### config.mk
export PLATFORM = sky130hd
export DESIGN_NAME = errlog_unit
export DESIGN_NICKNAME = d
export VERILOG_FILES = /design/src/rtl/errlog_pkg.sv /design/src/rtl/errlog_statbank.sv /design/src/rtl/errlog_capture.sv /design/src/rtl/errlog_unit.sv
export SDC_FILE = /design/constraint.sdc
export NUM_CORES = 1
export LEC_CHECK = 0
export BUFFER_PORTS_ARGS = -buffer_cell sky130_fd_sc_hd__buf_2
export CAP_MARGIN = 15
export CORE_AREA = 3 3 176 178
export DETAILED_ROUTE_END_ITERATION = 8
export DIE_AREA = 0 0 179 181
export GPL_TIMING_DRIVEN = 0
export PLACE_DENSITY = 0.69
export SYNTH_ARGS = -nofsm -noshare
export SYNTH_HDL_FRONTEND = slang
export SYNTH_HIERARCHICAL = 1
export SYNTH_SLANG_ARGS = --single-unit
### constraint.sdc
create_clock -name clk -period 2.55 [get_ports clk]
set_input_delay 0.3825 -clock clk [delete_from_list [all_inputs] [get_ports clk]]
set_output_delay 0.3825 -clock clk [all_outputs]
set_load 0.1 [all_outputs]
### src/rtl/errlog_pkg.sv
package errlog_pkg;

  localparam int REG_W = 32;
  localparam int PTR_W = 5;

  // implemented positions and reset severity
  localparam logic [REG_W-1:0] UNC_IMPL    = 32'h003F_F030;
  localparam logic [REG_W-1:0] COR_IMPL    = 32'h0000_31C1;
  localparam logic [REG_W-1:0] UNC_SEV_RST = 32'h0006_2030;
  localparam int               ECRC_POS    = 19;

  function automatic logic [PTR_W-1:0] lowest_bit(input logic [REG_W-1:0] v);
    logic [PTR_W-1:0] r;
    r = '0;
    for (int i = REG_W - 1; i >= 0; i--) begin
      if (v[i]) r = PTR_W'(i);
    end
    return r;
  endfunction

endpackage

### src/rtl/errlog_statbank.sv
module errlog_statbank
  import errlog_pkg::*;
#(
  parameter logic [REG_W-1:0] IMPL = '1
) (
  input  logic             clk,
  input  logic             rst,
  input  logic [REG_W-1:0] evt,
  input  logic             clr_we,
  input  logic [REG_W-1:0] clr_bits,
  output logic [REG_W-1:0] stat_q,
  output logic [REG_W-1:0] stat_nxt
);

  logic [REG_W-1:0] kept;

  always_comb begin
    kept     = clr_we ? (stat_q & ~clr_bits) : stat_q;
    stat_nxt = (kept | evt) & IMPL;
  end

  always_ff @(posedge clk) begin
    if (rst) stat_q <= '0;
    else     stat_q <= stat_nxt;
  end

  AST_EVENT_LATCHED: assert property (@(posedge clk) disable iff (rst)
    1'b1 |=> ((stat_q & $past(evt & IMPL)) == $past(evt & IMPL)));
  AST_NO_SPURIOUS_SET: assert property (@(posedge clk) disable iff (rst)
    1'b1 |=> ((stat_q & ~$past(stat_q) & ~$past(evt)) == '0));

endmodule

### src/rtl/errlog_capture.sv
module errlog_capture
  import errlog_pkg::*;
#(
  parameter int HDR_DW = 4
) (
  input  logic                    clk,
  input  logic                    rst,
  input  logic [REG_W-1:0]        cand,
  input  logic [REG_W-1:0]        unc_stat_nxt,
  input  logic [HDR_DW*REG_W-1:0] hdr_in,
  output logic [PTR_W-1:0]        fep_q,
  output logic [HDR_DW*REG_W-1:0] hdr_log
);

  logic held_q;
  logic take;

  assign take = !held_q && (|cand);

  always_ff @(posedge clk) begin
    if (rst) begin
      held_q <= 1'b0;
      fep_q  <= '0;
    end else if (take) begin
      held_q <= 1'b1;
      fep_q  <= lowest_bit(cand);
    end else begin
      held_q <= held_q & unc_stat_nxt[fep_q];
    end
  end

  for (genvar w = 0; w < HDR_DW; w++) begin : g_log
    always_ff @(posedge clk) begin
      if (rst)       hdr_log[w*REG_W +: REG_W] <= '0;
      else if (take) hdr_log[w*REG_W +: REG_W] <= hdr_in[w*REG_W +: REG_W];
    end
  end

  AST_FEP_HELD: assert property (@(posedge clk) disable iff (rst)
    held_q |=> $stable(fep_q));
  AST_HDR_HELD: assert property (@(posedge clk) disable iff (rst)
    held_q |=> $stable(hdr_log));
  AST_CAPTURE_ARMS: assert property (@(posedge clk) disable iff (rst)
    (!held_q && (|cand)) |=> held_q);

endmodule

### src/rtl/errlog_unit.sv
module errlog_unit
  import errlog_pkg::*;
#(
  parameter int   ADDR_W       = 4,
  parameter int   HDR_DW       = 4,
  parameter logic ECRC_GEN_CAP = 1'b1,
  parameter logic ECRC_CHK_CAP = 1'b1
) (
  input  logic                    clk,
  input  logic                    rst,
  input  logic [REG_W-1:0]        unc_evt,
  input  logic [REG_W-1:0]        cor_evt,
  input  logic [HDR_DW*REG_W-1:0] hdr_in,
  input  logic [ADDR_W-1:0]       reg_addr,
  input  logic                    reg_we,
  input  logic [REG_W-1:0]        reg_wdata,
  output logic [REG_W-1:0]        reg_rdata,
  output logic                    rpt_fatal,
  output logic                    rpt_nonfatal,
  output logic                    rpt_cor,
  output logic                    ecrc_gen_en,
  output logic                    ecrc_chk_en
);

  localparam logic [ADDR_W-1:0] IX_USTAT = ADDR_W'(1);
  localparam logic [ADDR_W-1:0] IX_UMASK = ADDR_W'(2);
  localparam logic [ADDR_W-1:0] IX_USEV  = ADDR_W'(3);
  localparam logic [ADDR_W-1:0] IX_CSTAT = ADDR_W'(4);
  localparam logic [ADDR_W-1:0] IX_CMASK = ADDR_W'(5);
  localparam logic [ADDR_W-1:0] IX_CTRL  = ADDR_W'(6);
  localparam int                IX_HDR0  = 7;

  logic [REG_W-1:0] umask_q, usev_q, cmask_q;
  logic [REG_W-1:0] ustat_q, ustat_nxt, cstat_q, cstat_nxt;
  logic [REG_W-1:0] unc_eff, cor_eff, unc_cand;
  logic [PTR_W-1:0] fep;
  logic [HDR_DW*REG_W-1:0] hdr_log;
  logic [REG_W-1:0] rd_d;
  logic             we_ustat, we_cstat;

  // ECRC errors are dropped while checking is off
  always_comb begin
    unc_eff = unc_evt & UNC_IMPL;
    if (!ecrc_chk_en) unc_eff[ECRC_POS] = 1'b0;
    cor_eff  = cor_evt & COR_IMPL;
    unc_cand = unc_eff & ~umask_q;
  end

  assign we_ustat = reg_we && (reg_addr == IX_USTAT);
  assign we_cstat = reg_we && (reg_addr == IX_CSTAT);

  errlog_statbank #(.IMPL(UNC_IMPL)) u_ustat (
    .clk(clk), .rst(rst), .evt(unc_eff), .clr_we(we_ustat),
    .clr_bits(reg_wdata), .stat_q(ustat_q), .stat_nxt(ustat_nxt)
  );

  errlog_statbank #(.IMPL(COR_IMPL)) u_cstat (
    .clk(clk), .rst(rst), .evt(cor_eff), .clr_we(we_cstat),
    .clr_bits(reg_wdata), .stat_q(cstat_q), .stat_nxt(cstat_nxt)
  );

  errlog_capture #(.HDR_DW(HDR_DW)) u_cap (
    .clk(clk), .rst(rst), .cand(unc_cand), .unc_stat_nxt(ustat_nxt),
    .hdr_in(hdr_in), .fep_q(fep), .hdr_log(hdr_log)
  );

  // software-writable configuration
  always_ff @(posedge clk) begin
    if (rst) begin
      umask_q     <= '0;
      usev_q      <= UNC_SEV_RST;
      cmask_q     <= '0;
      ecrc_gen_en <= 1'b0;
      ecrc_chk_en <= 1'b0;
    end else if (reg_we) begin
      if (reg_addr == IX_UMASK) umask_q <= reg_wdata & UNC_IMPL;
      if (reg_addr == IX_USEV)  usev_q  <= reg_wdata & UNC_IMPL;
      if (reg_addr == IX_CMASK) cmask_q <= reg_wdata & COR_IMPL;
      if (reg_addr == IX_CTRL) begin
        ecrc_gen_en <= reg_wdata[6] & ECRC_GEN_CAP;
        ecrc_chk_en <= reg_wdata[8] & ECRC_CHK_CAP;
      end
    end
  end

  // report requests, one cycle after the pulse
  always_ff @(posedge clk) begin
    if (rst) begin
      rpt_fatal    <= 1'b0;
      rpt_nonfatal <= 1'b0;
      rpt_cor      <= 1'b0;
    end else begin
      rpt_fatal    <= |(unc_cand & usev_q);
      rpt_nonfatal <= |(unc_cand & ~usev_q);
      rpt_cor      <= |(cor_eff & ~cmask_q);
    end
  end

  always_comb begin
    rd_d = '0;
    unique case (reg_addr)
      IX_USTAT: rd_d = ustat_q;
      IX_UMASK: rd_d = umask_q;
      IX_USEV:  rd_d = usev_q;
      IX_CSTAT: rd_d = cstat_q;
      IX_CMASK: rd_d = cmask_q;
      IX_CTRL:  rd_d = {23'd0, ecrc_chk_en, ECRC_CHK_CAP, ecrc_gen_en, ECRC_GEN_CAP, fep};
      default:  rd_d = '0;
    endcase
    for (int w = 0; w < HDR_DW; w++) begin
      if (reg_addr == ADDR_W'(IX_HDR0 + w)) rd_d = hdr_log[w*REG_W +: REG_W];
    end
  end

  always_ff @(posedge clk) begin
    if (rst) reg_rdata <= '0;
    else     reg_rdata <= rd_d;
  end

  AST_ECRC_GATED: assert property (@(posedge clk) disable iff (rst)
    !ecrc_chk_en |=> !$rose(ustat_q[ECRC_POS]));
  AST_COR_CAUSE: assert property (@(posedge clk) disable iff (rst)
    rpt_cor |-> $past(|(cor_evt & COR_IMPL)));
  AST_MASKED_QUIET: assert property (@(posedge clk) disable iff (rst)
    (rpt_fatal || rpt_nonfatal) |-> $past(|(unc_evt & ~umask_q)));

endmodule

==> results of run 1 <==
==> how the worst max path moves through the flow <==
stage / startpoint / endpoint / slack (ns)
floorplan: reg_addr[3] / u_cap/held_q / -0.04
global placement: reg_addr[3] / u_cap/held_q / -0.51
detailed placement: reg_addr[3] / u_cap/held_q / -0.54
CTS: reg_addr[3] / u_cap/held_q / 0.01
global route: reg_addr[1] / u_cap/held_q / -0.01
finish: umask_q[5] / u_cap/hdr_log[50] / 0.05
==> metrics by stage <==
stage	hold slack, ns	instances	worst slack, ns	utilization, %
6_report	0.06447	2230	0.04826	49.67
5_1_grt	0.07362	2230	-0.01251	49.67
4_1_cts	0.04360	2227	0.01431	49.41
3_5_place_dp	0.4417	2179	-0.5395	45.71
3_3_place_gp	0.4383	2179	-0.5145	45.71
2_1_floorplan	0.4273	1584	-0.04037	-
==> metal layers <==
| layer | part of all wire [%] | up-vias |
|---|---|---|
| met1 | 43 | 5464 |
| li1 | - | 5591 |
| met4 | 3.7 | 0 |
| met5 | 0 | - |
| met3 | 7.2 | 90 |
| met2 | 46 | 476 |
==> power breakdown <==
group	leakage, µW	switching (µW)	internal, µW
Sequential	0.00181	133	3630
Combinational	0.00431	987	552
Clock	0.000509	1530	3030
Total	0.00663	2650	7210
==> flip-flops by register name (all words and copies together), names as in the netlist, 5 cells and up <==
signal and flops:
u_ustat/stat_q 12, u_cap/hdr_log 128, u_cap/fep_q 5, reg_rdata 32, usev_q 12, umask_q 12
cmask_q 6, u_cstat/stat_q 6
==> layout make-up <==
class / instances / area (µm²) / share of cell area [%]
Inverter: 38 / 142.6 / 0.9715
Clock inverter: 14 / 329.1 / 2.241
Sequential cell: 219 / 4385 / 29.87
Tap cell: 390 / 488.0 / 3.323
Timing Repair Buffer: 206 / 1033 / 7.039
Clock buffer: 34 / 732.0 / 4.985
Antenna cell: 2 / 5.005 / 0.03409
Multi-Input combinational cell: 1150 / 6421 / 43.73
Buffer: 177 / 1146 / 7.806
==> what timing repair did <==
item,in CTS,in global routing
resized for setup,8,17
setup endpoints to repair,133,129
pin swaps,1,1
hold buffers,0,0
hold endpoints to repair,0,0
buffers inserted,0,1
==> qor.yml, run 1 <==
maxCapViolations: 0
syn_inst: 1448
vias: 11620
clock_latency_ns: 0.54
cts_buffers: 26
crit_path_frequent_cell: "buf_4"
peakVddDrop_v: 0.0004826
die_h_um: 181
drtPass1Iterations: 6
crit_path_end_kind: "flop"
cp_slowest_stage_delay_ns: 0.42
place_area_um2: 13510
rsz0062_at_grt: "yes"
cp_slowest_cell: "nor4_2"
critical_path_depth: 8
use_met3_pct: 3.300
tightest_slew_ns: 0.7939
grtUsageTotal_pct: 24.80
routed_wl_um: 42010
min_path_cells: 2
nFillCells: 2895
grt.overflow.total: 0
power.density_nw_per_um2: 671.6
reg2reg_depth: 8
grt_pass1_wl_um: 61860
hpwl_um: 32250
nets: 2049
io_pins: 268
hold_start: "reg_wdata[0]"
clockBufferDepth: 3
arrival_ns: 2.94
yosys_warnings: 6
finalPower_uw: 9860
holdCritPathClass: "primary input to flop"
antenna_found_initial: 2
core_area_um2: 29560
ant_nets: 0
grt-busiest-layer: "met2"
path_class: "flop to flop"
drc: 0
slew_viol_final: 0
cts_tree: "done"
setup_tns_ns: 0
finalSetupViolCount: 0
start_kind: "flop"
crit_chain: "nor2b_2 > nor4_2 > a41oi_2 > nor2_4 > buf_4 > buf_4 > nand2_1 > a21oi_1"
r2r_start: "umask_q[5]"
fmax_mhz: 399.7
avgViaCountPerCell: 5.211
syn_to_final_growth_pct: 27.90
final_cell_mix: "nand2_1 (309), buf_2 (241), dfxtp_1 (218)"
crit_buf_inv: 2
rrSetupSlack_ns: 0.05
grt_use_met2_pct: 40.46
ctsRootBufferMaster: "clkbuf_16"
wl_per_cell_um: 18.84
leakage_uw: 0.006630
r2r_end: "u_cap/hdr_log[50]"
drt_iter0_markers: 972
layout-drive-gt1-share_pct: 24.37
mostFrequentLayoutCell: "nand2_1"
period_share_pct: 98.11
initial_core_util_pct: 38.84
grt_max_degree: 15
die-area_um2: 32400
required_ns: 2.99
min_to: "u_cstat/stat_q[0]"
fin_area_um2: 14680
hold_viol: 0
synthesis.area_um2: 11480
port-buffer-count: 205
core.rowCount: 63
grt.met1_usage_pct: 33.72
gp_congestion: 0.9435
status: "finished, final reports clean"
synth_area_per_cell_um2: 7.928
path_clk_slew_ns: 0.06
cts_max_level: 1
worst-path-max-fanout: 10
period_needed_ns: 2.502
numClockSinks: 219
die_w_um: 179
path_delay_family: "simple AND/OR/NAND/NOR gates"
relSlewSlack_pct: 47.08
skew_ns: 0.01275
grt_pass1_vias: 10900
Power figures use the tool's default switching activity.
==> inputs of run 2 (changes only) <==
--- a/config.mk
+++ b/config.mk
@@ -7,11 +7,12 @@
 export LEC_CHECK = 0
 export BUFFER_PORTS_ARGS = -buffer_cell sky130_fd_sc_hd__buf_2
 export CAP_MARGIN = 15
-export CORE_AREA = 3 3 176 178
+export CORE_AREA = 3 3 158 160
 export DETAILED_ROUTE_END_ITERATION = 8
-export DIE_AREA = 0 0 179 181
+export DIE_AREA = 0 0 161 163
 export GPL_TIMING_DRIVEN = 0
-export PLACE_DENSITY = 0.69
+export PLACE_DENSITY = 0.82
+export SLEW_MARGIN = 20
 export SYNTH_ARGS = -nofsm -noshare
 export SYNTH_HDL_FRONTEND = slang
 export SYNTH_HIERARCHICAL = 1
==> run 2 against run 1 <==
Compared with the run above:
- count of clock-buffer cells in the layout shrank 1
- the flow now finishes with violations (design-rule violations)
- largest power group is now registers
- critical path type unchanged
- worst setup slack worse by 0.0081 ns
- critical endpoint is now u_cap/hdr_log[25]
- via count increased by 2.5%
==> qor.yml, run 2 (synthesized netlist as in run 1, its figures left out) <==
period_needed_ns: 2.510  # +0.008068 ns
clockBufferDepth: 3  # unchanged
violations: "design-rule violations"
finalSetupViolCount: 0  # unchanged
vias: 11910  # +2.5%
fin_area_um2: 14320  # -2.5%
cp_slowest_stage_delay_ns: 0.35  # -0.07 ns
seqCellArea_um2: 4385  # unchanged
r2r_start: "ecrc_chk_en"
multi_input_area_um2: 6405  # -0.25%
grt_pass1_vias: 11140  # +2.2%
cp_slowest_cell: "dfxtp_2"
path_clk_slew_ns: 0.06  # about the same
ctsRootBufferMaster: "clkbuf_16"
routed_wl_um: 40600  # -3.4%
grtUsageTotal_pct: 29.50  # +4.7 points
final_cell_mix: "nand2_1 (309), buf_2 (241), dfxtp_1 (218)"
io_pins: 268  # unchanged
clock_latency_ns: 0.53  # about the same
antenna_found_initial: 1  # -1
core_area_um2: 23540  # -20%
path_class: "flop to flop"
slew_viol_final: 0  # unchanged
grt_use_met2_pct: 48.07  # +7.6 points
grt_max_degree: 15  # unchanged
core.rowCount: 56  # -11%
syn_to_final_growth_pct: 24.73
crit_path_end_kind: "flop"
layout-drive-gt1-share_pct: 24.10  # -0.28 points
final_util_pct: 60.82  # +11 points
nFillCells: 2139  # -26%
fmax_mhz: 398.4  # -0.32%
grt_pass1_wl_um: 60980  # -1.4%
cts_max_level: 1  # unchanged
drtPass1Iterations: 9  # +3
grt-busiest-layer: "met2"
mostFrequentLayoutCell: "nand2_1"
relSlewSlack_pct: 47.96  # +0.88 points
rsz0062_at_grt: "no"
initial_core_util_pct: 48.76  # +9.9 points
die_w_um: 161  # -10%
tightest_slew_ns: 0.7806  # -0.01327 ns
use_met3_pct: 4.629  # +1.3 points
largest_reg_flops: 128  # unchanged
grt.met1_usage_pct: 38.96  # +5.2 points
required_ns: 2.99  # about the same
peakVddDrop_v: 0.0004736  # -1.9%
drt_iter0_markers: 1422  # +46%
worst-path-max-fanout: 10  # unchanged
holdCritPathClass: "primary input to flop"
place_area_um2: 13420  # -0.66%
port-buffer-count: 205  # unchanged
cts_tree: "done"
crit_path_frequent_cell: "nand2_1"
crit_chain: "nand2_1 > nor2_2 > nor4_4 > a41oi_2 > or2_1 > clkbuf_1 > buf_2 > clkbuf_4 > nand2_1 > a21oi_1"
status: "finished with violations"
startpoint: "ecrc_chk_en"
hpwl_um: 30670  # -4.9%
post-cts-setup-buffers: 0  # unchanged
holdBufCountCts: 0  # unchanged
arrival_ns: 2.95  # about the same
hold_start: "reg_wdata[7]"
avgViaCountPerCell: 5.538  # +6.3%
leakage_uw: 0.006510  # -1.8%
largest-register: "u_cap/hdr_log"
power.density_nw_per_um2: 622.8  # -7.3%
start_kind: "flop"
cts_buffers: 24  # -7.7%
hold_viol: 0  # unchanged
wl_per_cell_um: 18.88  # +0.24%
numClockSinks: 219  # unchanged
reg_top3: "u_cap/hdr_log x128, reg_rdata x32"
skew_ns: 0.01369  # +0.0009423 ns
gp_congestion: 0.9820  # +4.1%
period_share_pct: 98.42  # +0.32 points
grt.overflow.total: 0  # unchanged
ant_nets: 0  # unchanged
nets: 2046  # -0.15%
drc: 1  # +1
maxCapViolations: 0  # unchanged
die-area_um2: 26240  # -19%
die_h_um: 163  # -9.9%
## run 2: final timing paths
kind                                      endpoint  slack (ns)  depth (start not counted)
worst max register to register   u_cap/hdr_log[25]        0.04                         10
worst min register to register  u_cap/hdr_log[109]        0.45                          2
worst max-delay path             u_cap/hdr_log[25]        0.04                         10
worst min-delay path             u_cstat/stat_q[7]        0.09                          2
## run 2: power by group
| group | switching (µW) | internal [µW] | total [µW] |
|---|---|---|---|
| Sequential | 141 | 3630 | 3770 |
| Clock | 1420 | 2200 | 3620 |
| Combinational | 983 | 550 | 1530 |
## run 2: repair_timing
| action | 4_1_cts | 5_1_grt |
|---|---|---|
| resized for setup | 9 | 13 |
| endpoints found under the setup margin | 133 | 104 |
| pin swaps | 0 | 1 |
## run 2: layout make-up
type	count	share of cell area, %
clock buffer	33	4.858
sequential	219	30.63
antenna	1	0.01748
timing repair buffer	205	7.165
inverter	38	0.9962
tap	319	2.787
buffer	177	7.978
clock inverter	8	0.8389
multi-input combinational	1150	44.73
## run 2: layer usage
layer / part of all wire (%) / vias up
met4: 4.9 / 0
met2: 45 / 657
met1: 40 / 5544
li1: - / 5581
met3: 9.2 / 124
met5: 0 / -
## run 2: through the flow
step / total power [µW] / hold slack [ns] / setup TNS [ns] / cells / setup WS [ns]
2_1_floorplan: 4801 / 0.4273 / -0.04037 / 1584 / -0.04037
3_3_place_gp: 5276 / 0.4373 / -21.58 / 2108 / -0.4926
3_5_place_dp: 5300 / 0.4437 / -32.96 / 2108 / -0.5231
4_1_cts: 8889 / 0.06390 / 0 / 2149 / 0.001486
5_1_grt: 9224 / 0.07670 / 0 / 2150 / 0.003020
6_report: 8917 / 0.08701 / 0 / 2150 / 0.04019
## run 2: critical path, delay by kind of cell (launching register included)
kind | cells | cell delay (ns)
AOI/OAI and AO/OA | 2 | 0.45
and+or+nand+nor | 5 | 0.78
DFF | 1 | 0.35
buffers and inverters | 3 | 0.83
==> inputs of run 3 (changes only) <==
--- a/config.mk
+++ b/config.mk
@@ -7,11 +7,11 @@
 export LEC_CHECK = 0
 export BUFFER_PORTS_ARGS = -buffer_cell sky130_fd_sc_hd__buf_2
 export CAP_MARGIN = 15
-export CORE_AREA = 3 3 158 160
+export CORE_AREA = 3 3 146 148
 export DETAILED_ROUTE_END_ITERATION = 8
-export DIE_AREA = 0 0 161 163
+export DIE_AREA = 0 0 149 151
 export GPL_TIMING_DRIVEN = 0
-export PLACE_DENSITY = 0.82
+export PLACE_DENSITY = 0.85
 export SLEW_MARGIN = 20
 export SYNTH_ARGS = -nofsm -noshare
 export SYNTH_HDL_FRONTEND = slang
==> constraint.sdc (replaced) <==
create_clock -name clk -period 3 [get_ports clk]
set_input_delay 0.45 -clock clk [delete_from_list [all_inputs] [get_ports clk]]
set_output_delay 0.45 -clock clk [all_outputs]
set_load 0.1 [all_outputs]
==> run 3 against run 2 <==
Compared with the run above:
- first-iteration DRC count fell by 29%
- count of clock-buffer cells in the layout fell by 3
- global-route usage rose by 4.7 points
- the run now ends clean
- via count fell by 1.1%
- critical path type is now primary input to flop
- critical endpoint is now u_cap/held_q
==> qor.yml, run 3 (synthesized netlist as in run 1, its figures left out) <==
crit_chain: "buf_2 > buf_6 > nor2_1 > buf_2 > and3_1 > buf_6 > nand2_1 > a21o_1 > mux4_2 > or4b_1 > o2111ai_1 > a21oi_1"
drtPass1Iterations: 7  # -2
clockBufferDepth: 3  # unchanged
multi_input_area_um2: 6346  # -0.92%
die-area_um2: 22500  # -14%
mostFrequentLayoutCell: "nand2_1"
ant_nets: 0  # unchanged
drt_iter0_markers: 1015  # -29%
io_pins: 268  # unchanged
crit_path_end_kind: "flop"
grt_pass1_vias: 10980  # -1.4%
reg_top3: "u_cap/hdr_log x128, reg_rdata x32"
hold_start: "reg_wdata[0]"
cp_slowest_cell: "or4b_1"
drc: 0  # -1
grt_pass1_wl_um: 59840  # -1.9%
path_delay_family: "simple AND/OR/NAND/NOR gates"
finalPower_uw: 7452  # -16%
route.met3.wl_um: 3454  # -7.1%
reg2reg_depth: 8  # -2
hold_viol: 0  # unchanged
cts_tree: "done"
cp_slowest_stage_delay_ns: 0.49  # +0.14 ns
routed_wl_um: 40450  # -0.36%
fmax_mhz: 348.9
antenna_found_initial: 0  # -1
min_path_cells: 2  # unchanged
core.rowCount: 52  # -7.1%
core_area_um2: 20170  # -14%
vias: 11770  # -1.1%
holdCritPathClass: "primary input to flop"
skew_ns: 0.01007  # -0.003626 ns
wl_per_cell_um: 19.29  # +2.2%
fin_hold_ws_ns: 0.1553  # +0.06827 ns
grt_max_degree: 15  # unchanged
largest-register: "u_cap/hdr_log"
final_cell_mix: "nand2_1 (309), buf_2 (243), dfxtp_1 (219)"
die_w_um: 149  # -7.5%
wl_met1_um: 15950  # -2.8%
cts_max_level: 1  # unchanged
die_h_um: 151  # -7.4%
nFillCells: 1674  # -22%
syn_to_final_growth_pct: 23.17
gp_congestion: 0.9987  # +1.7%
ctsRootBufferMaster: "clkbuf_16"
power.density_nw_per_um2: 527.0  # -15%
tightest_slew_ns: 0.8186  # +0.03798 ns
hpwl_um: 30670  # about the same
avgViaCountPerCell: 5.613  # +1.4%
leakage_uw: 0.006478  # -0.49%
path_clk_slew_ns: 0.07  # about the same
cts_buffers: 23  # -4.2%
largest_reg_flops: 128  # unchanged
seqCellArea_um2: 4384  # about the same
min_to: "u_cstat/stat_q[0]"
routed.top_layer: "met4"
peakVddDrop_v: 0.0005349  # +13%
nets: 2045  # -0.049%
numClockSinks: 219  # unchanged
required_ns: 3.38  # +0.39 ns
grt.overflow.total: 0  # unchanged
clock_latency_ns: 0.51  # -0.02 ns
arrival_ns: 3.24  # +0.29 ns
relSlewSlack_pct: 45.43  # -2.5 points
period_share_pct: 95.54
wl_met2_um: 18970  # +2.7%
port-buffer-count: 205  # unchanged
rrSetupSlack_ns: 0.14  # +0.10 ns
period_needed_ns: 2.866
crit_buf_inv: 4  # +1
initial_core_util_pct: 56.92  # +8.2 points
holdBufCountCts: 0  # unchanged
maxCapViolations: 0  # unchanged
finalSetupViolCount: 0  # unchanged
layout-drive-gt1-share_pct: 23.21  # -0.89 points
grtUsageTotal_pct: 34.18  # +4.7 points
worst-path-max-fanout: 10  # unchanged
r2r_start: "umask_q[15]"
path_class: "primary input to flop"
status: "finished, final reports clean"
r2r_end: "u_cap/hdr_log[85]"
antenna_cells: 0  # -1
slew_viol_final: 0  # unchanged
start_kind: "primary input"
[run 3: layout make-up]
type,instances,share of cell area [%]
Multi-Input combinational cell,1150,44.88
Clock buffer,30,4.610
Buffer,177,8.017
Timing Repair Buffer,205,7.256
Clock inverter,8,0.8318
Tap cell,270,2.389
Sequential cell,219,31.01
Inverter,38,1.009
[run 3: report_power, final]
group	switching [µW]	internal, µW	leakage, µW	total (µW)
logic	835	462	0.00429	1300
clock network	1180	1770	0.000380	2960
registers	117	3080	0.00181	3200
[run 3: worst max-delay path by stage]
| stage | from | endpoint | slack [ns] | cells past startpoint |
|---|---|---|---|---|
| final | reg_addr[3] | u_cap/held_q | 0.13 | 12 |
| after detailed placement | unc_evt[19] | u_cap/hdr_log[85] | -0.32 | 10 |
| after global routing | umask_q[21] | u_cap/hdr_log[85] | -0.006 | 8 |
| after global placement | unc_evt[19] | u_cap/hdr_log[85] | -0.34 | 10 |
| after floorplan | reg_addr[3] | u_cap/held_q | 0.29 | 11 |
| after CTS | ecrc_chk_en | u_cap/hdr_log[85] | 0.07 | 9 |
[run 3: stage by stage]
| step | setup slack [ns] | setup TNS (ns) | std cells | utilization [%] | instance area (µm²) |
|---|---|---|---|---|---|
| global placement | -0.3382 | -5.229 | 2059 | 66.21 | 13350 |
| finish | 0.1339 | 0 | 2097 | 70.11 | 14140 |
| CTS | 0.07365 | 0 | 2097 | 70.05 | 14130 |
| global route | -0.006458 | -0.006458 | 2097 | 70.11 | 14140 |
| floorplan | 0.2864 | 0 | 1584 | - | 11990 |
| detailed placement | -0.3224 | -6.731 | 2059 | 66.21 | 13350 |
[run 3: routing by layer]
| metal | track usage [%] | vias up |
|---|---|---|
| met5 | 0 | - |
| met1 | 44.01 | 5449 |
| li1 | - | 5581 |
| met2 | 57.30 | 619 |
| met4 | 16.43 | 0 |
| met3 | 4.129 | 121 |
[run 3: what timing repair did]
item,CTS,global route
resized for setup,1,2
setup endpoints to repair,1,1
cloned,0,0
buffers inserted,0,0
